==> config.mk <==
export PLATFORM = sky130hd
export DESIGN_NAME = potSerialTop
export DESIGN_NICKNAME = d
export VERILOG_FILES = /design/src/rtl/potPkg.sv /design/src/rtl/potCtrl.sv /design/src/rtl/potData.sv /design/src/rtl/potSerialTop.sv
export SDC_FILE = /design/constraint.sdc
export NUM_CORES = 1
export LEC_CHECK = 0
export ABC_CLOCK_PERIOD_IN_PS = 2230
export BUFFER_PORTS_ARGS = -buffer_cell sky130_fd_sc_hd__buf_2
export CAP_MARGIN = 30
export CORE_MARGIN = 8
export CORE_UTILIZATION = 55
export DETAILED_ROUTE_END_ITERATION = 8
export PLACE_DENSITY = 0.91
export SYNTH_ARGS = -nofsm -noshare
export SYNTH_HDL_FRONTEND = slang
export SYNTH_SLANG_ARGS = --single-unit
==> constraint.sdc <==
create_clock -name clk -period 2.23 [get_ports clk]
set_clock_uncertainty 0.05 [all_clocks]
set_input_delay 0.3345 -clock clk [delete_from_list [all_inputs] [get_ports clk]]
set_output_delay 0.3345 -clock clk [all_outputs]
set_load 0.02 [all_outputs]
==> src/rtl/potPkg.sv <==
package potPkg;
  // strobes from the serial control to the datapath
  typedef struct packed {
    logic shift;  // one qualified rising serial-clock edge
    logic load;   // enable has fallen: apply the frame
    logic bitIn;  // synchronized data bit for the shift
  } potStrobe_t;
endpackage

==> src/rtl/potCtrl.sv <==
module potCtrl
  import potPkg::*;
#(
  parameter int SYNC_STAGES = 2
) (
  input  logic       clk,
  input  logic       rstN,
  input  logic       serEn,
  input  logic       serClk,
  input  logic       serData,
  output potStrobe_t strb
);
  localparam int LAST = SYNC_STAGES - 1;

  logic [SYNC_STAGES-1:0] enPipe;
  logic [SYNC_STAGES-1:0] clkPipe;
  logic [SYNC_STAGES-1:0] datPipe;
  logic enPrev;
  logic clkPrev;

  // all three lines share one pipeline depth so a chained neighbour's
  // cascade bit lines up with the clock edge that consumes it
  always_ff @(posedge clk or negedge rstN) begin
    if (!rstN) begin
      enPipe  <= '0;
      clkPipe <= '0;
      datPipe <= '0;
      enPrev  <= 1'b0;
      clkPrev <= 1'b0;
    end else begin
      enPipe[0]  <= serEn;
      clkPipe[0] <= serClk;
      datPipe[0] <= serData;
      for (int i = 1; i < SYNC_STAGES; i++) begin
        enPipe[i]  <= enPipe[i-1];
        clkPipe[i] <= clkPipe[i-1];
        datPipe[i] <= datPipe[i-1];
      end
      enPrev  <= enPipe[LAST];
      clkPrev <= clkPipe[LAST];
    end
  end

  always_comb begin
    strb.shift = enPipe[LAST] & clkPipe[LAST] & ~clkPrev;
    strb.load  = ~enPipe[LAST] & enPrev;
    strb.bitIn = datPipe[LAST];
  end
endmodule

==> src/rtl/potData.sv <==
module potData
  import potPkg::*;
#(
  parameter int CODE_W = 8
) (
  input  logic              clk,
  input  logic              rstN,
  input  potStrobe_t        strb,
  output logic              casOut,
  output logic [CODE_W-1:0] wiper0,
  output logic [CODE_W-1:0] wiper1,
  output logic              stackSel,
  output logic [CODE_W:0]   tapIdx
);
  localparam int FRAME_W = 2 * CODE_W + 1;
  localparam logic [CODE_W-1:0] HALF = {1'b1, {(CODE_W-1){1'b0}}};
  localparam logic [FRAME_W-1:0] INIT_FRAME = {1'b0, HALF, HALF};

  logic [FRAME_W-1:0] shiftReg;

  // shift register starts equal to the live settings so a rotation is neutral
  always_ff @(posedge clk or negedge rstN) begin
    if (!rstN) shiftReg <= INIT_FRAME;
    else if (strb.shift) shiftReg <= {shiftReg[FRAME_W-2:0], strb.bitIn};
  end

  always_ff @(posedge clk or negedge rstN) begin
    if (!rstN) begin
      stackSel <= 1'b0;
      wiper1   <= HALF;
      wiper0   <= HALF;
    end else if (strb.load) begin
      stackSel <= shiftReg[FRAME_W-1];
      wiper1   <= shiftReg[FRAME_W-2:CODE_W];
      wiper0   <= shiftReg[CODE_W-1:0];
    end
  end

  assign casOut = shiftReg[FRAME_W-1];

  always_comb begin
    tapIdx = {stackSel, (stackSel ? wiper1 : wiper0)};
  end
endmodule

==> src/rtl/potSerialTop.sv <==
module potSerialTop
  import potPkg::*;
#(
  parameter int CODE_W      = 8,
  parameter int SYNC_STAGES = 2
) (
  input  logic              clk,
  input  logic              rstN,
  input  logic              serEn,
  input  logic              serClk,
  input  logic              serData,
  output logic              casOut,
  output logic [CODE_W-1:0] wiper0,
  output logic [CODE_W-1:0] wiper1,
  output logic              stackSel,
  output logic [CODE_W:0]   tapIdx
);
  potStrobe_t strb;

  potCtrl #(.SYNC_STAGES(SYNC_STAGES)) u_ctrl (
    .clk(clk), .rstN(rstN), .serEn(serEn), .serClk(serClk),
    .serData(serData), .strb(strb)
  );

  potData #(.CODE_W(CODE_W)) u_data (
    .clk(clk), .rstN(rstN), .strb(strb), .casOut(casOut),
    .wiper0(wiper0), .wiper1(wiper1), .stackSel(stackSel), .tapIdx(tapIdx)
  );
endmodule

==> flow_summary.toml, run 1 <==
[outcome]
status = "finished clean"

[clock_network]
insertion_delay_ns = 0.35
ctsHoldBuffers = 0
ctsHtreeMaxLevel = 2
postCtsResizedCells = 0
cts_tree = "done"
numClockSinks = 42
post_cts_buffers = 0
cts_made_buffers = 5
clockBufferDepth = 2
clk_root_buffer_cell = "clkbuf_4"
clk_pin_slew_ns = 0.12

[grt]
grt-ovfl-total = 0
grt_max_degree = 43
grt_antenna_before_repair = 0
top_usage_layer = "met2"
grt_pass1_vias = 967
use_met3_pct = 5.579
use_met2_pct = 21.63
grtUsageMet1_pct = 14.15
grt_first_pass_wirelength_um = 5023
grtUsageTotal_pct = 13.28

[critical_path]
crit_type = "flip-flop to output port"
cp-start-kind = "flip-flop"
critPathBufInv = 1
rr_startpoint = "u_ctrl.enPipe[1]"
max_stage_delay_ns = 0.62
r2r_slack_ns = 0.55
required_ns = 1.85
reg2reg_depth = 3
worstPathArrival_ns = 1.53
crit_family = "flip-flops"
cp_cell_sequence = "mux2_2, buf_2"
reg2reg_to = "u_data.wiper0[0]"
crit_slowest_cell = "dfrtp_1"
end_kind = "output port"
crit_path_max_fanout = 11

[hold_path]
min-delay-start = "serData"
holdPathStages = 1
hold_class = "input port to flip-flop"
min_to = "u_ctrl.datPipe[0]"

[placed_design]
dp_hpwl_um = 2117
gp_congestion = 0.7173
dpl_worst_slack_ns = 0.5607
dp.cells = 151
place.port_buffers = 31

[finish]
post_layout_nonfiller_instances = 159
antennaDiodeCount = 0
fill_cells = 209
area_growth_syn_to_layout_pct = 12.77
drive_gt1_share_pct = 69.84
fin_nets = 130

[die]
num_rows = 20
die_w_um = 71.36
die-area_sq_um = 5092
initial_utilization_pct = 56.60
die_h_um = 71.36
io_pins = 32
core_sq_um = 2978

[timing]
finalSetupViolCount = 0
fin_ws_ns = 0.3155
hold_viol = 0
fin_crit_ns = 1.915
fin_crit_sh_pct = 85.85
tns_ns = 0
whs_ns = 0.02848
max_freq_mhz = 522.3
relSlewSlack_pct = 41.57
grt_setup_unrepaired = "no"
worst_slew_pin_slew_ns = 0.8765
maxSlewViolCount = 0

[yosys]
yosysWarnings = 0
synth_cell_types = 10
ys_seq_area_share_pct = 62.66
syn-instance-count = 91
synth_area_per_cell_sq_um = 18.52
yosys_register_bits = 42
syn_nets = 96
synth_area_sq_um = 1685

[route]
vias = 841
ant_nets = 0
first_pass_iters = 4
routedWlPerCell_um = 19.20
drtIter0Drc = 31
drc = 0
drt_wl_total_um = 3053
vias_per_cell = 5.289

[pwr]
p_leak_nw = 1.005
total_power_mw = 2.036
p_per_area_nw_per_um2 = 1071
vdd_ir_drop_max_mv = 0.5310
seqPwrFrac_pct = 51.1
p_clk_share_pct = 19.4
combPwrFrac_pct = 29.5
switching_power_uw = 670.5
swShare_pct = 32.93
p_int_mw = 1.366

[run]
cap_viol_max_count = 0
-- worst max-delay path by stage --
stage	from	end	slack (ns)	cells past startpoint
finish	u_data.stackSel	tapIdx[0]	0.32	2
global route	u_data.stackSel	tapIdx[0]	0.23	2
CTS	u_data.stackSel	tapIdx[0]	0.30	2
detailed placement	u_ctrl.enPipe[1]	u_data.wiper0[0]	0.56	3
global placement	u_ctrl.enPipe[1]	u_data.wiper1[4]	0.65	3
floorplan	u_data.stackSel	tapIdx[0]	0.77	2
-- worst register-to-register path, cell delays in order, from the launching register on --
cell     delay, ns
dfrtp_1       0.45
nor2b_2       0.41
buf_4         0.31
mux2_2        0.36
-- layout by cell type (no fill, tap or decap) --
cell type and n:
buf_4 1, clkinvlp_4 1, mux2_2 22, buf_2 31
clkbuf_4 5, nand3b_4 1, clkbuf_8 1, nor2b_2 1
dfrtp_1 38, clkinv_2 1, dfstp_2 4, mux2_4 20
-- layout make-up --
type                       instances  area [sq um]  share of cell area, %
clock buffer                       6         51.30                  2.699
tap                               33         41.29                  2.172
sequential                        42          1056                  55.56
multi-input combinational         44         576.8                  30.35
clock inverter                     2         12.51                 0.6583
timing repair buffer              32         162.7                  8.558
-- synth_stat cells, drive strengths merged --
library cell | count | share of area [%]
buf | 5 | 3.3
mux2 | 42 | 33
nor2b | 1 | 0.37
dfstp | 4 | 6.2
dfrtp | 38 | 56
nand3b | 1 | 1.2
-- state kept, by name (all words and copies together), names as in the netlist --
name             cells
u_ctrl.enPipe        2
u_ctrl.enPrev        1
u_ctrl.datPipe       2
u_ctrl.clkPrev       1
u_data.wiper1        8
u_data.shiftReg     17
u_data.stackSel      1
u_data.wiper0        8
u_ctrl.clkPipe       2
-- per-layer routing --
| layer | wire, um | share of wire (%) |
|---|---|---|
| met1 | 1288 | 42 |
| met2 | 1547 | 51 |
| met3 | 139 | 4.6 |
| met4 | 77 | 2.5 |
| met5 | 0 | 0 |
-- through the flow --
step                      util (%)  area, sq um
after detailed placement     61.68         1837
after global routing         63.82         1901
after floorplan                  -         1685
after global placement       61.68         1837
final                        63.82         1901
after CTS                    63.82         1901
-- power by group through the flow --
stage | clock network [mW] | registers [mW] | logic (mW)
3_3_place_gp | 0 | 1.04 | 0.595
3_5_place_dp | 0 | 1.05 | 0.612
6_report | 0.395 | 1.04 | 0.601
2_1_floorplan | 0 | 1.10 | 0.346
5_1_grt | 0.427 | 1.06 | 0.639
4_1_cts | 0.406 | 1.04 | 0.613
-- kinds of logic after synthesis --
family	share of synthesized area, %
AND/OR/NAND/NOR	1.559
multiplexers	32.52
buffers and inverters	3.266
flip-flops	62.66
(Power assumes the default switching activity.)
==> run 2, diff against run 1 <==
Settings changed: ABC_CLOCK_PERIOD_IN_PS 2230 to 2300, HOLD_SLACK_MARGIN from default to 0.03.
Clock period 2.23 ns to 2.3 ns, I/O delays scaled along.
==> run 2 against run 1 <==
Core utilization increased by 1.0 points. Register-to-register slack improved by 0.07 ns. Critical path depth unchanged. Sequential power is essentially flat. Hold slack better by 0.022 ns. Via count is 0.95% higher. Routed wire length rose by 0.49%. Clock power down 3%. Sequential share of layout area decreased by 0.86 points. Global-route usage is the same. Clock-buffer cell count unchanged. Setup slack improved by 0.059 ns. Largest cell class unchanged.
==> flow_summary.toml, run 2 (synthesis results as in run 1) <==
[outcome]
status = "finished clean"

[finish]
fin_nets = 133
drive_gt1_share_pct = 68.22
regMostFlops = "u_data.shiftReg"
final_area_sq_um = 1931
post-route-util_pct = 64.83
area_growth_syn_to_layout_pct = 14.55
most-common-layout-cells = "dfrtp_1, buf_2, mux2_2, mux2_4, clkbuf_4"
largest_reg_flops = 17
antennaDiodeCount = 0
largestRegisters = "u_data.shiftReg: 17 flops, u_data.wiper0: 8 flops, u_data.wiper1: 8 flops"
layout_commonest_cell = "dfrtp_1"

[die]
die_w_um = 71.36
num_rows = 20
die_h_um = 71.36
core_sq_um = 2978
io_pins = 32
die-area_sq_um = 5092
initial_utilization_pct = 56.60

[route]
first_pass_iters = 4
ant_nets = 0
drt_wl_total_um = 3068
drtIter0Drc = 31
routedWlPerCell_um = 18.94
vias_per_cell = 5.241
drc = 0
vias = 849

[grt]
grtUsageTotal_pct = 13.28
grt_first_pass_wirelength_um = 5030
grt_max_degree = 43
grt-ovfl-total = 0
grt_antenna_before_repair = 0
grt_pass1_vias = 973

[clock_network]
clk_root_buffer_cell = "clkbuf_4"
ctsHtreeMaxLevel = 2
post_cts_buffers = 0
numClockSinks = 42
insertion_delay_ns = 0.35
cts_made_buffers = 5
clk_pin_slew_ns = 0.13
clockBufferDepth = 2
postCtsResizedCells = 0
cts_tree = "done"
ctsHoldBuffers = 3

[critical_path]
worstPathArrival_ns = 1.53
crit_slowest_cell = "dfrtp_1"
crit_path_max_fanout = 11
cp-start-kind = "flip-flop"
required_ns = 1.90
crit_type = "flip-flop to output port"
cp_cell_sequence = "mux2_2, buf_2"
crit_family = "flip-flops"
end_kind = "output port"
critPathBufInv = 1
max_stage_delay_ns = 0.62

[timing]
fin_crit_sh_pct = 83.70
finalSetupViolCount = 0
relSlewSlack_pct = 41.57
tns_ns = 0
fin_crit_ns = 1.925
hold_viol = 0
max_freq_mhz = 519.5
fin_ws_ns = 0.3750
worst_slew_pin_slew_ns = 0.8765
maxSlewViolCount = 0
grt_setup_unrepaired = "no"

[pwr]
vdd_ir_drop_max_mv = 0.5149
p_per_area_nw_per_um2 = 1025
p_leak_nw = 1.017

[placed_design]
dp_hpwl_um = 2117
gp_congestion = 0.7173
placed_area_sq_um = 1837
dpl_worst_slack_ns = 0.6307
place.port_buffers = 31

[hold_path]
hold_class = "input port to async pin"

[run]
cap_viol_max_count = 0
[run 2: per-layer routing]
layer  routed length, um  GRT usage (%)  vias up
met4                  77          7.621        0
met5                   0              0        -
met1                1303          14.15      431
li1                    -              -      395
met2                1547          21.63       15
met3                 139          5.579        8
[run 2: worst register-to-register path: cells and delay by family (launching register included)]
kind,cells,cell delay [ns]
buf+inv,1,0.31
mux,1,0.36
flops,1,0.45
simple gates,1,0.41
[run 2: path summary, 6_finish.rpt]
| kind | start | endpoint | slack [ns] | cells past startpoint |
|---|---|---|---|---|
| worst max-delay path | u_data.stackSel | tapIdx[0] | 0.37 | 2 |
| worst min-delay path | rstN | u_data.wiper1[4] | 0.05 | 1 |
| worst max register to register | u_ctrl.enPipe[1] | u_data.wiper0[0] | 0.62 | 3 |
| worst min register to register | u_ctrl.clkPipe[0] | u_ctrl.clkPipe[1] | 0.32 | 0 |
| max in group asynchronous | rstN | u_data.wiper1[2] | 1.60 | 1 |
| min in group clk | u_ctrl.clkPipe[0] | u_ctrl.clkPipe[1] | 0.32 | 0 |
[run 2: cell type report]
class	count	area, sq um
sequential	42	1056
fill	206	1047
timing repair buffer	35	192.7
clock inverter	2	12.51
tap	33	41.29
multi-input combinational	44	576.8
clock buffer	6	51.30
[run 2: power by group]
part           switching (mW)  internal (mW)  leakage (nW)
clock                   0.236          0.147        0.0343
sequential              0.119          0.889         0.531
combinational           0.295          0.291         0.452
[run 2: metrics by stage]
step	hold WS, ns	instances	total power [mW]
floorplan	-0.0005911	91	1.403
global placement	0.2842	151	1.584
detailed placement	0.2903	151	1.616
CTS	0.07052	162	2.001
global route	0.09914	162	2.065
finish	0.05002	162	1.978
